==> config.mk <==
export PLATFORM = sky130hd
export DESIGN_NAME = kbc_regif
export DESIGN_NICKNAME = d
export VERILOG_FILES = /design/src/rtl/kbc_pkg.sv /design/src/rtl/kbc_req_decode.sv /design/src/rtl/kbc_byte_queue.sv /design/src/rtl/kbc_sat_counter.sv /design/src/rtl/kbc_regif.sv
export SDC_FILE = /design/constraint.sdc
export NUM_CORES = 1
export LEC_CHECK = 0
export BUFFER_PORTS_ARGS = -buffer_cell sky130_fd_sc_hd__buf_4
export CAP_MARGIN = 20
export CELL_PAD_IN_SITES_DETAIL_PLACEMENT = 2
export CELL_PAD_IN_SITES_GLOBAL_PLACEMENT = 2
export CORE_UTILIZATION = 43
export DETAILED_ROUTE_END_ITERATION = 7
export PLACE_DENSITY = 0.93
export REMOVE_ABC_BUFFERS = 1
export SYNTH_ARGS = -nofsm -noshare
export SYNTH_HDL_FRONTEND = slang
export SYNTH_HIERARCHICAL = 1
export SYNTH_SLANG_ARGS = --single-unit
==> constraint.sdc <==
create_clock -name clk -period 10.8 [get_ports clk]
set_clock_uncertainty 0.15 [all_clocks]
set_input_delay 0.54 -clock clk [delete_from_list [all_inputs] [get_ports clk]]
set_output_delay 0.54 -clock clk [all_outputs]
set_load 0.005 [all_outputs]
==> src/rtl/kbc_pkg.sv <==
package kbc_pkg;
  localparam logic [7:0] OP_RD_CTRL   = 8'h20;
  localparam logic [7:0] OP_WR_CTRL   = 8'h60;
  localparam logic [7:0] OP_RD_OUTP   = 8'hD0;
  localparam logic [7:0] OP_WR_OUTP   = 8'hD1;
  localparam logic [7:0] OP_PULSE_RST = 8'hFE;
  localparam logic [7:0] ACK_BYTE     = 8'hFA;
  localparam logic [7:0] CTRL_INIT    = 8'h05;
  localparam int unsigned CTRL_IRQ_EN = 0;

  typedef enum logic [3:0] {
    ACT_NONE,
    ACT_MISS_RD,
    ACT_RD_STAT,
    ACT_RD_DATA,
    ACT_MISS_WR,
    ACT_RST,
    ACT_RD_CTRL,
    ACT_RD_OUTP,
    ACT_CMD_CTRL,
    ACT_CMD_OUTP,
    ACT_PARAM,
    ACT_DEV_WR
  } kbc_act_e;

  function automatic logic [7:0] pack_status(input logic avail, input logic param);
    logic [7:0] s;
    s    = 8'h10;
    s[0] = avail;
    s[3] = param;
    return s;
  endfunction

  function automatic logic act_is_flush(input kbc_act_e a);
    return (a == ACT_RD_CTRL) || (a == ACT_RD_OUTP) || (a == ACT_CMD_CTRL) || (a == ACT_DEV_WR);
  endfunction

  function automatic logic act_is_good_wr(input kbc_act_e a);
    return (a == ACT_RST) || (a == ACT_RD_CTRL) || (a == ACT_RD_OUTP) || (a == ACT_CMD_CTRL) ||
           (a == ACT_CMD_OUTP) || (a == ACT_PARAM) || (a == ACT_DEV_WR);
  endfunction
endpackage

==> src/rtl/kbc_req_decode.sv <==
module kbc_req_decode import kbc_pkg::*; #(
  parameter int unsigned ADDR_W   = 3,
  parameter int unsigned SIZE_W   = 3,
  parameter int unsigned DATA_OFS = 0,
  parameter int unsigned CMD_OFS  = 4
) (
  input  logic              req_valid,
  input  logic              req_write,
  input  logic [ADDR_W-1:0] req_addr,
  input  logic [SIZE_W-1:0] req_size,
  input  logic [7:0]        req_wdata,
  input  logic              param_pending,
  output kbc_act_e          act
);
  localparam logic [ADDR_W-1:0] A_DATA = ADDR_W'(DATA_OFS);
  localparam logic [ADDR_W-1:0] A_CMD  = ADDR_W'(CMD_OFS);
  localparam logic [SIZE_W-1:0] ONE_B  = SIZE_W'(1);

  always_comb begin
    act = ACT_NONE;
    if (req_valid) begin
      if (!req_write) begin
        if (req_size != ONE_B)      act = ACT_MISS_RD;
        else if (req_addr == A_DATA) act = ACT_RD_DATA;
        else if (req_addr == A_CMD)  act = ACT_RD_STAT;
        else                         act = ACT_MISS_RD;
      end else begin
        if (req_size != ONE_B) begin
          act = ACT_MISS_WR;
        end else if (req_addr == A_CMD) begin
          case (req_wdata)
            OP_RD_CTRL:   act = ACT_RD_CTRL;
            OP_WR_CTRL:   act = ACT_CMD_CTRL;
            OP_RD_OUTP:   act = ACT_RD_OUTP;
            OP_WR_OUTP:   act = ACT_CMD_OUTP;
            OP_PULSE_RST: act = ACT_RST;
            default:      act = ACT_MISS_WR;
          endcase
        end else if (req_addr == A_DATA) begin
          act = param_pending ? ACT_PARAM : ACT_DEV_WR;
        end else begin
          act = ACT_MISS_WR;
        end
      end
    end
  end
endmodule

==> src/rtl/kbc_byte_queue.sv <==
module kbc_byte_queue #(
  parameter int unsigned DEPTH = 16,
  parameter int unsigned W     = 8
) (
  input  logic                         clk,
  input  logic                         rst_n,
  input  logic                         flush,
  input  logic                         wr_en,
  input  logic [W-1:0]                 wr_data,
  input  logic                         rd_en,
  output logic [W-1:0]                 head,
  output logic [$clog2(DEPTH+1)-1:0]   count,
  output logic                         empty,
  output logic                         full,
  output logic                         overflow
);
  localparam int unsigned PTR_W = (DEPTH > 1) ? $clog2(DEPTH) : 1;
  localparam int unsigned CNT_W = $clog2(DEPTH + 1);
  localparam logic [CNT_W-1:0] CNT_FULL = CNT_W'(DEPTH);

  logic [W-1:0]     mem [DEPTH];
  logic [PTR_W-1:0] wr_ptr, rd_ptr;
  logic             wr_take, rd_take;

  function automatic logic [PTR_W-1:0] ptr_step(input logic [PTR_W-1:0] p);
    return (p == PTR_W'(DEPTH - 1)) ? '0 : p + PTR_W'(1);
  endfunction

  assign empty    = (count == '0);
  assign full     = (count == CNT_FULL);
  assign overflow = wr_en && full && !flush;
  assign wr_take  = wr_en && (flush || !full);
  assign rd_take  = rd_en && !empty && !flush;
  assign head     = mem[rd_ptr];

  always_ff @(posedge clk) begin
    if (wr_take) mem[flush ? '0 : wr_ptr] <= wr_data;
  end

  always_ff @(posedge clk) begin
    if (!rst_n) begin
      wr_ptr <= '0;
      rd_ptr <= '0;
      count  <= '0;
    end else if (flush) begin
      rd_ptr <= '0;
      wr_ptr <= wr_take ? PTR_W'(1 % DEPTH) : '0;
      count  <= wr_take ? CNT_W'(1) : '0;
    end else begin
      if (wr_take) wr_ptr <= ptr_step(wr_ptr);
      if (rd_take) rd_ptr <= ptr_step(rd_ptr);
      count <= count + CNT_W'(wr_take) - CNT_W'(rd_take);
    end
  end

  p_count_bound_r10: assert property (@(posedge clk) disable iff (!rst_n)
    count <= CNT_FULL);

  p_full_drop_r10: assert property (@(posedge clk) disable iff (!rst_n)
    (wr_en && full && !flush && !rd_en) |=> (count == CNT_FULL));
endmodule

==> src/rtl/kbc_sat_counter.sv <==
module kbc_sat_counter #(
  parameter int unsigned W = 16
) (
  input  logic         clk,
  input  logic         rst_n,
  input  logic         inc,
  output logic [W-1:0] value
);
  localparam logic [W-1:0] TOP = '1;

  function automatic logic [W-1:0] sat_step(input logic [W-1:0] v, input logic up);
    return (up && (v != TOP)) ? v + W'(1) : v;
  endfunction

  always_ff @(posedge clk) begin
    if (!rst_n) value <= '0;
    else        value <= sat_step(value, inc);
  end

  p_hold_top_r13: assert property (@(posedge clk) disable iff (!rst_n)
    (value == TOP) |=> (value == TOP));
endmodule

==> src/rtl/kbc_regif.sv <==
module kbc_regif import kbc_pkg::*; #(
  parameter int unsigned QDEPTH   = 16,
  parameter int unsigned CNT_W    = 16,
  parameter int unsigned ADDR_W   = 3,
  parameter int unsigned SIZE_W   = 3,
  parameter int unsigned DATA_OFS = 0,
  parameter int unsigned CMD_OFS  = 4
) (
  input  logic              clk,
  input  logic              rst_n,
  input  logic              req_valid,
  input  logic              req_write,
  input  logic [ADDR_W-1:0] req_addr,
  input  logic [SIZE_W-1:0] req_size,
  input  logic [7:0]        req_wdata,
  output logic              rd_valid,
  output logic [7:0]        rd_data,
  input  logic              push_valid,
  input  logic [7:0]        push_data,
  output logic              push_ready,
  output logic              push_rejected,
  output logic              kbd_irq,
  output logic              sys_reset,
  output logic [CNT_W-1:0]  cnt_read,
  output logic [CNT_W-1:0]  cnt_write,
  output logic [CNT_W-1:0]  cnt_miss_rd,
  output logic [CNT_W-1:0]  cnt_miss_wr,
  output logic [CNT_W-1:0]  cnt_reset
);
  localparam int unsigned QCNT_W = $clog2(QDEPTH + 1);
  localparam int unsigned NCNT   = 5;
  localparam int unsigned IX_RD = 0, IX_WR = 1, IX_MRD = 2, IX_MWR = 3, IX_RST = 4;

  kbc_act_e          act;
  logic [7:0]        ctrl_q, outp_q, pend_cmd_q;
  logic              param_q, avail_q;
  logic              push_fire, irq_req;
  logic              q_flush, q_wr, q_rd, q_empty, q_full, q_ovf;
  logic [7:0]        q_wdata, q_head;
  logic [QCNT_W-1:0] q_count;
  logic [NCNT-1:0]   cnt_inc;
  logic [CNT_W-1:0]  cnt_val [NCNT];

  kbc_req_decode #(
    .ADDR_W(ADDR_W), .SIZE_W(SIZE_W), .DATA_OFS(DATA_OFS), .CMD_OFS(CMD_OFS)
  ) u_dec (
    .req_valid    (req_valid),
    .req_write    (req_write),
    .req_addr     (req_addr),
    .req_size     (req_size),
    .req_wdata    (req_wdata),
    .param_pending(param_q),
    .act          (act)
  );

  // Bus traffic owns the queue; the push port waits for an idle bus cycle.
  assign push_ready = !req_valid;
  assign push_fire  = push_valid && push_ready;

  assign q_flush = act_is_flush(act);
  assign q_wr    = (act == ACT_RD_CTRL) || (act == ACT_RD_OUTP) || (act == ACT_DEV_WR) || push_fire;
  assign q_rd    = (act == ACT_RD_DATA) && !q_empty;

  always_comb begin
    case (act)
      ACT_RD_CTRL: q_wdata = ctrl_q;
      ACT_RD_OUTP: q_wdata = outp_q;
      ACT_DEV_WR:  q_wdata = ACK_BYTE;
      default:     q_wdata = push_data;
    endcase
  end

  kbc_byte_queue #(.DEPTH(QDEPTH), .W(8)) u_q (
    .clk     (clk),
    .rst_n   (rst_n),
    .flush   (q_flush),
    .wr_en   (q_wr),
    .wr_data (q_wdata),
    .rd_en   (q_rd),
    .head    (q_head),
    .count   (q_count),
    .empty   (q_empty),
    .full    (q_full),
    .overflow(q_ovf)
  );

  assign irq_req = (act == ACT_DEV_WR) ||
                   ((act == ACT_RD_DATA) && (q_count > QCNT_W'(1))) ||
                   (push_fire && !q_full);

  always_ff @(posedge clk) begin
    if (!rst_n) begin
      ctrl_q     <= CTRL_INIT;
      outp_q     <= '0;
      pend_cmd_q <= '0;
      param_q    <= 1'b0;
    end else begin
      case (act)
        ACT_CMD_CTRL: begin param_q <= 1'b1; pend_cmd_q <= OP_WR_CTRL; end
        ACT_CMD_OUTP: begin param_q <= 1'b1; pend_cmd_q <= OP_WR_OUTP; end
        ACT_PARAM: begin
          param_q <= 1'b0;
          if (pend_cmd_q == OP_WR_CTRL)      ctrl_q <= req_wdata;
          else if (pend_cmd_q == OP_WR_OUTP) outp_q <= req_wdata;
        end
        default: ;
      endcase
    end
  end

  // Data-available flag follows the push-attempt / empty-on-pop / flush rules.
  always_ff @(posedge clk) begin
    if (!rst_n)                         avail_q <= 1'b0;
    else if (q_wr)                      avail_q <= 1'b1;
    else if (q_flush)                   avail_q <= 1'b0;
    else if (q_rd && q_count == QCNT_W'(1)) avail_q <= 1'b0;
  end

  always_ff @(posedge clk) begin
    if (!rst_n) begin
      rd_valid      <= 1'b0;
      rd_data       <= '0;
      kbd_irq       <= 1'b0;
      sys_reset     <= 1'b0;
      push_rejected <= 1'b0;
    end else begin
      rd_valid      <= req_valid && !req_write;
      kbd_irq       <= irq_req && ctrl_q[CTRL_IRQ_EN];
      sys_reset     <= (act == ACT_RST);
      push_rejected <= q_ovf;
      case (act)
        ACT_RD_STAT: rd_data <= pack_status(avail_q, param_q);
        ACT_RD_DATA: rd_data <= q_empty ? 8'h00 : q_head;
        default:     rd_data <= 8'h00;
      endcase
    end
  end

  assign cnt_inc[IX_RD]  = (act == ACT_RD_STAT) || (act == ACT_RD_DATA);
  assign cnt_inc[IX_WR]  = act_is_good_wr(act);
  assign cnt_inc[IX_MRD] = (act == ACT_MISS_RD);
  assign cnt_inc[IX_MWR] = (act == ACT_MISS_WR);
  assign cnt_inc[IX_RST] = (act == ACT_RST);

  for (genvar i = 0; i < NCNT; i++) begin : g_cnt
    kbc_sat_counter #(.W(CNT_W)) u_cnt (
      .clk  (clk),
      .rst_n(rst_n),
      .inc  (cnt_inc[i]),
      .value(cnt_val[i])
    );
  end

  assign cnt_read    = cnt_val[IX_RD];
  assign cnt_write   = cnt_val[IX_WR];
  assign cnt_miss_rd = cnt_val[IX_MRD];
  assign cnt_miss_wr = cnt_val[IX_MWR];
  assign cnt_reset   = cnt_val[IX_RST];

  p_avail_tracks_queue_r10: assert property (@(posedge clk) disable iff (!rst_n)
    avail_q == !q_empty);

  p_param_cleared_r6: assert property (@(posedge clk) disable iff (!rst_n)
    (act == ACT_PARAM) |=> !param_q);

  p_reset_keeps_state_r8: assert property (@(posedge clk) disable iff (!rst_n)
    (act == ACT_RST) |=> ($stable(ctrl_q) && $stable(outp_q) && $stable(q_count) && $stable(param_q)));

  p_irq_gated_r11: assert property (@(posedge clk) disable iff (!rst_n)
    (!ctrl_q[CTRL_IRQ_EN] && !param_q && act == ACT_DEV_WR) |=> !kbd_irq);

  p_push_blocked_r12: assert property (@(posedge clk) disable iff (!rst_n)
    (req_valid && !req_write && push_valid && q_empty && act == ACT_RD_STAT) |=> q_empty);
endmodule

=== Word level (Yosys, flattened, before mapping) ===
Memory sizes are Yosys's and may differ from the RTL's. A register that Yosys moved wholly into a read port is not among the register bits.
Index checks and enable logic that the tools add are counted.
Widths: inputs -> output; s select.

* Register bits after elaboration: 131
* RAM bits: 128
* Input port bits: 27
* Output and inout port bits: 93
* Logic and storage cells: 137
* Memories: 1

* Add/subtract/negate cells: 9
* Order comparisons: 1
* Eq/ne operators: 29
* Mux-type cells: 30
* Bitwise operators: 2
* Reduce and logical (&&, ||, !) cells: 47

{| class="wikitable"
|+ Memories
! memory !! depth !! width !! rd ports !! clocked after Yosys merged registers in !! wr ports !! line !! RTL
|-
| u_q.mem || 16 || 8 || 1 || 1 || 1 || kbc_byte_queue.sv:21 || <nowiki>logic [W-1:0] mem [DEPTH];</nowiki>
|}

{| class="wikitable"
|+ Operators with widths
! operator !! count
|-
| $add 16x1->16 const B || 5
|-
| $ne 16x16->1 const B || 5
|-
| $mux 4 || 14
|-
| $eq 8x8->1 const B || 4
|-
| $pmux 8 s2 || 2
|-
| $eq 4x4->1 const B || 6
|-
| $pmux 8 s3 || 1
|-
| $pmux 4 s5 || 1
|-
| $logic_and 1x1->1 || 17
|-
| $eq 4x3->1 const B || 4
|-
| $eq 8x7->1 const B || 2
|-
| $logic_or 1x1->1 || 15
|-
| $add 4x1->4 const B || 2
|-
| $eq 4x2->1 const B || 2
|-
| $eq 8x6->1 const B || 1
|-
| $mux 1 || 8
|-
| $mux 8 || 1
|-
| $reduce_bool 2->1 || 3
|-
| $add 5x1->5 || 1
|-
| $eq 5x1->1 const B || 1
|-
| $eq 5x5->1 const B || 1
|-
| $gt 5x1->1 const B || 1
|-
| $logic_not 1->1 || 5
|-
| $logic_not 5->1 || 1
|-
| 13 further kinds || 15
|}

=== Longest topological paths before layout ===
Gate-level depths: netlist (run 1).

* Depth after elaboration: 15
* Mapped depth: 16
* Gate-level depth less buffers: 15

=== Modules after synthesis ===
Netlist (run 1), hierarchy kept.

{| class="wikitable"
|+ By module, submodules not included
! module !! times used !! cells an instance !! area each (um^2) !! sequential area each (um^2)
|-
| kbc_byte_queue || 1 || 316 || 5854.4 || 4184.0
|-
| kbc_sat_counter || 5 || 97 || 837.1 || 320.3
|-
| kbc_regif || 1 || 166 || 1545.2 || 660.6
|-
| kbc_req_decode || 1 || 27 || 217.7 || 0.0
|}

=== Least setup slack after synthesis (run 1) ===
OpenSTA, ideal clock, no wires.

* Kind: input to register
* Start: input req_wdata[2]
* End: register u_q.count[4]
* Setup time: 0.070 ns
* Data arrival time: 4.277 ns
* Slack: 6.304 ns
* Cell stages on the path: 16
* Buffers on the path: 2
* Cells stage by stage: or4b_4 > a2111oi_4 > a21oi_1 > buf_2 > or4b_1 > nand3_1 > clkbuf_1 > o21ai_1 > ha_1 > inv_1 > ha_1 > fa_1 > a21oi_1 > nor2_1 > or3_1 > a21oi_1

* Longest elaborated chain between the ends: 15
* Elaborated cells on any way between the ends: 29

{| class="wikitable"
|+ RTL lines
! item !! line !! RTL
|-
| start: declaration || kbc_regif.sv:15 || <nowiki>input logic [7:0] req_wdata,</nowiki>
|-
| $eq 8x8->1, or another cell as far along || kbc_req_decode.sv:31 || <nowiki>case (req_wdata)</nowiki>
|-
| $pmux 4 s5 (*) || kbc_req_decode.sv:31 ||
|-
| $mux 4 (*) || kbc_req_decode.sv:30 || <nowiki>end else if (req_addr == A_CMD) begin</nowiki>
|-
| $mux 4 (*) || kbc_req_decode.sv:28 || <nowiki>if (req_size != ONE_B) begin</nowiki>
|-
| $mux 4 (*) || kbc_req_decode.sv:22 || <nowiki>if (!req_write) begin</nowiki>
|-
| $mux 4 (*) || kbc_req_decode.sv:21 || <nowiki>if (req_valid) begin</nowiki>
|-
| named net act[2] || kbc_regif.sv:34 || <nowiki>kbc_act_e act;</nowiki>
|-
| $eq 4x3->1 || kbc_pkg.sv:35 || <nowiki>return (a == ACT_RD_CTRL) || (a == ACT_RD_OUTP) || (a == ACT_CMD_CTRL) || (a == ACT_DEV_WR);</nowiki>
|-
| $logic_or 1x1->1 (2 in a row) || kbc_pkg.sv:35 ||
|-
| $logic_or 1x1->1 (*) || kbc_pkg.sv:35 ||
|-
| named net q_flush || kbc_regif.sv:38 || <nowiki>logic q_flush, q_wr, q_rd, q_empty, q_full, q_ovf;</nowiki>
|-
| $logic_or 1x1->1 || kbc_byte_queue.sv:32 || <nowiki>assign wr_take = wr_en && (flush || !full);</nowiki>
|-
| $logic_and 1x1->1 || kbc_byte_queue.sv:32 ||
|-
| $add 5x1->5 || kbc_byte_queue.sv:52 || <nowiki>count <= count + CNT_W'(wr_take) - CNT_W'(rd_take);</nowiki>
|-
| $sub 5x1->5 || kbc_byte_queue.sv:52 ||
|-
| $mux 5 (*) || kbc_byte_queue.sv:45 || <nowiki>end else if (flush) begin</nowiki>
|-
| end signal: assignment || kbc_byte_queue.sv:48 || <nowiki>count <= wr_take ? CNT_W'(1) : '0;</nowiki>
|-
| end signal: assignment || kbc_byte_queue.sv:52 ||
|-
| end: declaration || kbc_byte_queue.sv:12 || <nowiki>output logic [$clog2(DEPTH+1)-1:0] count,</nowiki>
|}

Mark *: on every way through the listed nets, which the timed path passes. The rest lies on a longest branch.
A chain may end at the register's enable or synchronous reset.

=== Worst setup path after layout (run 1) ===
Same ends and word-level chain as after synthesis.

==> metrics.txt, run 1 <==
# TYPE chip_impl_metric gauge
chip_impl_metric{name="regToRegSetupSlack",unit="ns"} 6.48
chip_impl_metric{name="final-hold-violation-count",unit=""} 0
chip_impl_metric{name="post-route-worst-setup-slack",unit="ns"} 5.94
chip_impl_info{name="critical_path.cell_chain",value="buf_4, or4b_4, a2111oi_4, and3b_1, or4b_1, nand3_1, o21ai_1, ha_1, inv_1, ha_1, fa_1, a21oi_1, nor2_1, or3_1, a21oi_1"} 1
chip_impl_metric{name="worst-endpoint-required",unit="ns"} 11.11
chip_impl_metric{name="post-route-min-period",unit="ns"} 4.86
chip_impl_metric{name="fp.dieH",unit="um"} 168
chip_impl_metric{name="irDropWorstVdd",unit="uV"} 123
chip_impl_metric{name="worst_ep_arrival_time",unit="ns"} 5.17
chip_impl_metric{name="post-synth-top-area-fraction",unit="%"} 32.6
chip_impl_metric{name="core_area",unit="sq um"} 27000
chip_impl_info{name="synth_top_family_by_area",value="simple AND/OR/NAND/NOR gates"} 1
chip_impl_metric{name="port_bufs",unit=""} 119
chip_impl_metric{name="finalWirelength",unit="um"} 45200
chip_impl_info{name="hold_path.startpoint",value="req_write"} 1
chip_impl_metric{name="cts-hold-fix-buffers",unit=""} 0
chip_impl_metric{name="cell_area_power_density",unit="nW/um^2"} 162
chip_impl_metric{name="max-slew-margin-rel",unit="%"} 29.1
chip_impl_info{name="crit_path_start",value="req_wdata[2]"} 1
chip_impl_metric{name="p_leak",unit="nW"} 5.01
chip_impl_metric{name="area_delta_synth_final",unit="%"} 20.0
chip_impl_metric{name="final.fill_count",unit=""} 2544
chip_impl_info{name="tritoncts",value="done"} 1
chip_impl_metric{name="yosys.area_share.xor_xnor",unit="%"} 1.11
chip_impl_metric{name="grt_pass1_vias",unit=""} 10400
chip_impl_metric{name="fin_tns_setup",unit="ns"} 0
chip_impl_metric{name="groute.usage.overall",unit="%"} 31.9
chip_impl_metric{name="r2r.worst_path.cells",unit=""} 15
chip_impl_metric{name="post_synth_mux_area_share",unit="%"} 10.0
chip_impl_metric{name="crit_fanout",unit=""} 13
chip_impl_metric{name="maximum_clock_frequency",unit="MHz"} 206
chip_impl_metric{name="clk_transition_reported_paths",unit="ns"} 0.06
chip_impl_info{name="critPathCaptureType",value="flip-flop"} 1
chip_impl_metric{name="synth_seq_cells",unit=""} 258
chip_impl_info{name="worst_hold_path_endpoint",value="rd_valid"} 1
chip_impl_metric{name="antenna_violations_before_repair",unit=""} 1
chip_impl_metric{name="drv_cap",unit=""} 0
chip_impl_metric{name="detailed_place_hpwl",unit="um"} 27500
chip_impl_metric{name="fin_cells",unit=""} 1495
chip_impl_metric{name="cts_buffers",unit=""} 30
chip_impl_metric{name="critPathBufInv",unit=""} 2
chip_impl_metric{name="post_cts.resized_instances",unit=""} 0
chip_impl_info{name="hold_path_class",value="input port to flip-flop"} 1
chip_impl_info{name="clk_root_buffer_cell",value="clkbuf_16"} 1
chip_impl_metric{name="postCtsSetupRepairBufs",unit=""} 0
chip_impl_metric{name="yosysWarningCount",unit=""} 6
chip_impl_metric{name="effective_utilization_at_floorplan",unit="%"} 43.8
chip_impl_info{name="dominantRegCellSynth",value="dfxtp_1"} 1
chip_impl_metric{name="std_cell_rows",unit=""} 60
chip_impl_metric{name="drt-vias-per-instance",unit=""} 6.48
chip_impl_metric{name="dp_worst_slack",unit="ns"} 5.44
chip_impl_metric{name="synth-async-reset-ratio",unit="%"} 0
chip_impl_metric{name="boundaryPins",unit=""} 120
chip_impl_metric{name="syn_inst",unit=""} 994
chip_impl_metric{name="detail_route.first_pass.iterations",unit=""} 5
chip_impl_metric{name="worst_skew_pair.late_latency",unit="ns"} 0.55
chip_impl_metric{name="hold_path_depth",unit=""} 2
chip_impl_metric{name="gpl.final_weighted_congestion",unit=""} 0.782
chip_impl_info{name="r2r_end",value="u_q/count[4]"} 1
chip_impl_metric{name="setup_viol_count_final",unit=""} 0
chip_impl_info{name="status",value="finished clean"} 1
chip_impl_metric{name="fin_nets",unit=""} 1170
chip_impl_metric{name="dr.first_iter.drc_count",unit=""} 737
chip_impl_metric{name="cts_max_path_buffers",unit=""} 3
chip_impl_metric{name="drcViolationCount",unit=""} 0
chip_impl_metric{name="drive_gt1_share",unit="%"} 20.5
chip_impl_metric{name="final.period_utilization",unit="%"} 45.0
chip_impl_info{name="synth.area.top_cells",value="edfxtp_1 (33%), dfxtp_1 (22%), mux2i_1 (3.5%)"} 1
chip_impl_metric{name="synth-simple-area-share",unit="%"} 20.2
chip_impl_info{name="crit_type",value="input port to flip-flop"} 1
chip_impl_metric{name="dp.cells",unit=""} 1436
chip_impl_metric{name="critical_path.max_stage_delay",unit="ns"} 0.57
chip_impl_metric{name="grt_start_max_net_pins",unit=""} 73
chip_impl_metric{name="synth_enable_flop_cells",unit=""} 128
chip_impl_metric{name="die_area",unit="sq um"} 28100
chip_impl_metric{name="globalRouteOverflowTotal",unit=""} 0
chip_impl_metric{name="post_synthesis_sequential_area_ratio",unit="%"} 54.6
chip_impl_metric{name="number_of_distinct_library_cells_after_synthesis",unit=""} 68
chip_impl_info{name="synth_common_cells",value="dfxtp_1 (130), edfxtp_1 (128), nand2_1 (93), a21oi_1 (58), nor2_1 (50)"} 1
chip_impl_metric{name="htreeDepth",unit=""} 1
chip_impl_metric{name="route.vias.total",unit=""} 9692
chip_impl_info{name="slowest_stage",value="or4b_4"} 1
chip_impl_metric{name="clock_sink_count",unit=""} 258
chip_impl_info{name="synthDominantAreaCellType",value="edfxtp_1"} 1
chip_impl_metric{name="syn-cell-area",unit="sq um"} 11800
chip_impl_info{name="timing.critical_path.from_type",value="input port"} 1
chip_impl_metric{name="average_size_of_a_mapped_cell",unit="sq um"} 11.9
chip_impl_metric{name="grt_first_pass_wirelength",unit="um"} 67600
chip_impl_info{name="yosys.cell_count.top_type",value="dfxtp_1"} 1
chip_impl_metric{name="design_power_total",unit="mW"} 2.30
chip_impl_metric{name="synth_compound_area_share",unit="%"} 9.58
chip_impl_metric{name="route.antenna.remaining_nets",unit=""} 0
chip_impl_info{name="unrepaired_setup_endpoints_after_global_routing",value="false"} 1
chip_impl_metric{name="route.detailed.wl_per_inst",unit="um"} 30.3
chip_impl_metric{name="worst_slew_pin_slew",unit="ns"} 1.05
chip_impl_metric{name="finish.utilization",unit="%"} 52.6
chip_impl_info{name="timing.rr.start",value="param_q"} 1
chip_impl_metric{name="die_width",unit="um"} 168
chip_impl_info{name="crit_family",value="simple AND/OR/NAND/NOR gates"} 1
chip_impl_metric{name="final_max_slew_viols",unit=""} 0
chip_impl_metric{name="synthAdderAreaFrac",unit="%"} 1.55
==> power breakdown <==
part | switching [mW] | internal, mW
logic | 0.0897 | 0.0492
registers | 0.0120 | 1.04
clock network | 0.433 | 0.674
==> worst max-delay path by stage <==
stage,to,slack (ns),depth (start not counted)
after floorplan,u_q/count[4],6.32,14
after global placement,u_q/count[4],5.87,15
after detailed placement,u_q/mem[9][1],5.44,9
after CTS,u_q/mem[10][6],5.67,9
after global routing,u_q/count[4],5.74,15
final,u_q/count[4],5.94,15
==> state kept, by name, summed over array words and instances, names as in the netlist, named ones only <==
name	count
ctrl_q	8
outp_q	8
u_q/count	5
u_q/rd_ptr	4
rd_data	8
u_q/wr_ptr	4
sys_reset	1
g_cnt.u_cnt/value	80
u_q/mem	128
push_rejected	1
param_q	1
avail_q	1
rd_valid	1
kbd_irq	1
pend_cmd_q	3
==> logic make-up after synthesis <==
logic type                 Yosys count
AOI/OAI and AO/OA                  172
xor gates and xnor gates            15
adders and majority gates           14
buffers and inverters               69
DFF                                258
muxes                               73
and+or+nand+nor                    393
==> routing by layer <==
| layer | share of wire (%) | GRT usage, % | up-vias | wire length (um) |
|---|---|---|---|---|
| li1 | - | - | 4135 | - |
| met1 | 39 | 38.5 | 5000 | 17800 |
| met2 | 51 | 56.6 | 433 | 23000 |
| met3 | 5.8 | 5.01 | 124 | 2620 |
| met4 | 4.0 | 12.9 | 0 | 1790 |
| met5 | 0 | 0 | - | 0 |
==> cells in the final DEF, fill, tap and decap left out, types with 13 or more instances in the layout <==
master	instances
edfxtp_1	128
or4_1	26
inv_1	32
nand2_1	93
mux4_1	14
and4_1	15
nand3_1	41
clkbuf_16	31
o21ai_0	30
ha_1	13
nand2b_1	17
a22oi_1	16
buf_4	138
nor3_1	15
nand4_1	16
mux4_2	18
nor2_1	50
nor4_1	18
o31ai_1	25
a21oi_1	58
mux2i_1	41
dfxtp_1	129
==> cell type report <==
type | instances | area, sq um | area share [%]
Clock buffer | 43 | 861 | 6.08
Multi-Input combinational cell | 667 | 5040 | 35.6
Timing Repair Buffer | 140 | 1070 | 7.53
Inverter | 32 | 120 | 0.848
Antenna cell | 1 | 2.50 | 0.0177
Sequential cell | 258 | 6450 | 45.5
Clock inverter | 13 | 203 | 1.43
Tap cell | 341 | 427 | 3.01
==> metrics by stage <==
stage	hold WS, ns	cell area [sq um]
CTS	0.0606	14100
finish	0.0797	14200
floorplan	0.275	11600
detailed placement	0.318	13000
global route	0.0672	14200
global placement	0.295	13000
No activity file was read; power rests on OpenSTA's default activity.
==> inputs of run 2 (changes only) <==
--- a/config.mk
+++ b/config.mk
@@ -9,9 +9,9 @@
 export CAP_MARGIN = 20
 export CELL_PAD_IN_SITES_DETAIL_PLACEMENT = 2
 export CELL_PAD_IN_SITES_GLOBAL_PLACEMENT = 2
-export CORE_UTILIZATION = 43
+export CORE_UTILIZATION = 40
 export DETAILED_ROUTE_END_ITERATION = 7
-export PLACE_DENSITY = 0.93
+export PLACE_DENSITY = 0.88
 export REMOVE_ABC_BUFFERS = 1
 export SYNTH_ARGS = -nofsm -noshare
 export SYNTH_HDL_FRONTEND = slang
==> constraint.sdc (replaced) <==
create_clock -name clk -period 4.6 [get_ports clk]
set_clock_uncertainty 0.15 [all_clocks]
set_input_delay 0.23 -clock clk [delete_from_list [all_inputs] [get_ports clk]]
set_output_delay 0.23 -clock clk [all_outputs]
set_load 0.005 [all_outputs]
==> metrics.txt, run 2 (same netlist as run 1, synthesis figures left out) <==
# TYPE chip_impl_metric gauge
chip_impl_info{name="status",value="finished clean"} 1
chip_impl_metric{name="route.antenna.remaining_nets",unit=""} 0
chip_impl_metric{name="drive_gt1_share",unit="%"} 21.3
chip_impl_metric{name="final_max_slew_viols",unit=""} 0
chip_impl_metric{name="grt_pass1_vias",unit=""} 10300
chip_impl_metric{name="cts_buffers",unit=""} 29
chip_impl_metric{name="route.detailed.wl_per_inst",unit="um"} 27.7
chip_impl_metric{name="finalWirelength",unit="um"} 43400
chip_impl_metric{name="detailed_place_hpwl",unit="um"} 26200
chip_impl_metric{name="route.vias.total",unit=""} 9554
chip_impl_metric{name="post-route-worst-setup-slack",unit="ns"} 0.0930
chip_impl_metric{name="placed_cell_area",unit="sq um"} 13200
chip_impl_metric{name="n_antenna_cell",unit=""} 0
chip_impl_metric{name="gpl.final_weighted_congestion",unit=""} 0.765
chip_impl_info{name="tritoncts",value="done"} 1
chip_impl_metric{name="ff_latch_area",unit="sq um"} 6450
chip_impl_metric{name="worst-endpoint-required",unit="ns"} 4.92
chip_impl_info{name="critPathCaptureType",value="flip-flop"} 1
chip_impl_metric{name="port_bufs",unit=""} 119
chip_impl_metric{name="drcViolationCount",unit=""} 0
chip_impl_metric{name="finalInstanceArea",unit="sq um"} 14400
chip_impl_metric{name="groute.usage.overall",unit="%"} 28.4
chip_impl_metric{name="critical_path.max_stage_delay",unit="ns"} 0.66
chip_impl_metric{name="fp.dieH",unit="um"} 174
chip_impl_metric{name="globalRouteOverflowTotal",unit=""} 0
chip_impl_info{name="clk_root_buffer_cell",value="clkbuf_16"} 1
chip_impl_info{name="critical_path.cell_chain",value="dlygate4sd3_1, buf_4, nor4b_1, o21ai_0, a31oi_1, nand4bb_2, nor2_1, nand2_1, nor2_1, ha_1, inv_1, ha_1, fa_1, a21oi_1, nor2_1, or3_1, a21oi_1"} 1
chip_impl_info{name="crit_type",value="input port to flip-flop"} 1
chip_impl_metric{name="std_cell_rows",unit=""} 62
chip_impl_metric{name="worst_skew_pair.late_latency",unit="ns"} 0.58
chip_impl_metric{name="worst_ep_arrival_time",unit="ns"} 4.82
chip_impl_info{name="registers.top_by_ff_count",value="u_q/mem"} 1
chip_impl_info{name="crit_family",value="simple AND/OR/NAND/NOR gates"} 1
chip_impl_metric{name="maximum_clock_frequency",unit="MHz"} 222
chip_impl_metric{name="die_width",unit="um"} 174
chip_impl_metric{name="die_area",unit="sq um"} 30200
chip_impl_metric{name="drv_cap",unit=""} 0
chip_impl_metric{name="multi_input_comb_area",unit="sq um"} 5060
chip_impl_metric{name="final.period_utilization",unit="%"} 98.0
chip_impl_metric{name="p_leak",unit="nW"} 5.13
chip_impl_metric{name="setup_viol_count_final",unit=""} 0
chip_impl_metric{name="crit_fanout",unit=""} 6
chip_impl_info{name="layout_top_registers",value="u_q/mem: 128 flops, g_cnt.u_cnt/value: 80 flops"} 1
chip_impl_metric{name="cts_max_path_buffers",unit=""} 3
chip_impl_metric{name="area_delta_synth_final",unit="%"} 21.8
chip_impl_metric{name="post-route-min-period",unit="ns"} 4.51
chip_impl_metric{name="dp_worst_slack",unit="ns"} 0.317
chip_impl_info{name="slowest_stage",value="a31oi_1"} 1
chip_impl_info{name="timing.critical_path.from_type",value="input port"} 1
chip_impl_metric{name="detail_route.first_pass.iterations",unit=""} 5
chip_impl_metric{name="final.fill_count",unit=""} 2860
chip_impl_metric{name="cell_area_power_density",unit="nW/um^2"} 362
chip_impl_metric{name="worst_slew_pin_slew",unit="ns"} 0.991
chip_impl_metric{name="max-slew-margin-rel",unit="%"} 33.4
chip_impl_metric{name="largest_register_ff_count",unit=""} 128
chip_impl_info{name="mostFrequentLayoutCell",value="buf_4"} 1
chip_impl_metric{name="grt_first_pass_wirelength",unit="um"} 65500
chip_impl_metric{name="final-hold-violation-count",unit=""} 0
chip_impl_info{name="layout.cells.most_common_list",value="buf_4 (156), dfxtp_1 (128), edfxtp_1 (128)"} 1
chip_impl_metric{name="fin_nets",unit=""} 1199
chip_impl_info{name="worst_path_most_repeated_cell",value="nor2_1"} 1
chip_impl_metric{name="grt_start_max_net_pins",unit=""} 73
chip_impl_metric{name="dr.first_iter.drc_count",unit=""} 728
chip_impl_metric{name="boundaryPins",unit=""} 120
chip_impl_metric{name="fin_tns_setup",unit="ns"} 0
chip_impl_info{name="hold_path_class",value="input port to flip-flop"} 1
chip_impl_metric{name="drt-vias-per-instance",unit=""} 6.10
chip_impl_metric{name="core_area",unit="sq um"} 28900
chip_impl_info{name="timing.rr.start",value="param_q"} 1
chip_impl_metric{name="effective_utilization_at_floorplan",unit="%"} 40.9
chip_impl_metric{name="htreeDepth",unit=""} 1
chip_impl_metric{name="antenna_violations_before_repair",unit=""} 1
chip_impl_info{name="hold_path.startpoint",value="push_data[5]"} 1
chip_impl_info{name="crit_path_start",value="req_wdata[6]"} 1
chip_impl_metric{name="clock_sink_count",unit=""} 258
chip_impl_metric{name="irDropWorstVdd",unit="uV"} 276
chip_impl_metric{name="critPathBufInv",unit=""} 3
chip_impl_metric{name="clk_transition_reported_paths",unit="ns"} 0.06
## run 2: cell types whose count changed in the layout (fill, tap and decap cells not counted), moves of 3 or more
cell	previous run	this run
nor3_1	15	18
clkbuf_8	4	0
nor3_2	3	0
buf_4	138	156
dlygate4sd3_1	0	14
clkinv_1	1	6
clkinv_2	3	9
clkbuf_1	8	3
## run 2: per-layer routing
| layer | vias up | routed length [um] | GRT usage (%) |
|---|---|---|---|
| li1 | 4185 | - | - |
| met5 | - | 0 | 0 |
| met3 | 111 | 1950 | 3.66 |
| met1 | 4933 | 17500 | 34.1 |
| met4 | 0 | 1810 | 12.1 |
| met2 | 325 | 22100 | 50.7 |
## run 2: final cells by class
cell class | count | share of cell area [%]
Tap cell | 384 | 3.34
Inverter | 32 | 0.835
Sequential cell | 258 | 44.9
Clock inverter | 22 | 1.56
Timing Repair Buffer | 170 | 9.12
Multi-Input combinational cell | 667 | 35.2
Clock buffer | 32 | 5.13
## run 2: metrics by stage
step,hold WS [ns],power (mW),instances,util (%)
finish,0.0247,5.21,1565,49.8
global route,0.0179,5.34,1565,49.8
CTS,0.121,5.20,1559,49.5
detailed placement,0.311,2.81,1493,45.8
global placement,0.294,2.78,1493,45.8
floorplan,0.156,2.67,957,-
## run 2: final timing paths
path,cells past startpoint,endpoint,slack (ns)
setup / recovery,17,u_q/count[4],0.09
hold / removal,2,u_q/mem[2][5],0.02
setup reg to reg,15,u_q/count[4],0.51
hold reg to reg,2,ctrl_q[7],0.35
## run 2: worst reg2reg max path: cells and delay by family (launching register included)
family / cells / cell delay, ns
AOI/OAI and AO/OA: 4 / 1.10
DFF: 1 / 0.34
and+or+nand+nor: 7 / 1.54
adders and majority gates: 3 / 0.79
buffers and inverters: 1 / 0.05
## run 2: power breakdown
group,leakage (nW),internal (mW),total [mW],switching [mW]
combinational,2.45,0.124,0.337,0.213
sequential,2.20,2.44,2.47,0.0284
clock,0.476,1.38,2.41,1.02
total,5.13,3.95,5.21,1.26
## run 2: what timing repair did
| action | CTS | global route |
|---|---|---|
| hold buffers | 12 | 2 |
| gates resized for setup | 0 | 5 |
| endpoints found under the setup margin | 0 | 1 |
| buffers inserted | 0 | 0 |
| endpoints found under the hold margin | 17 | 4 |
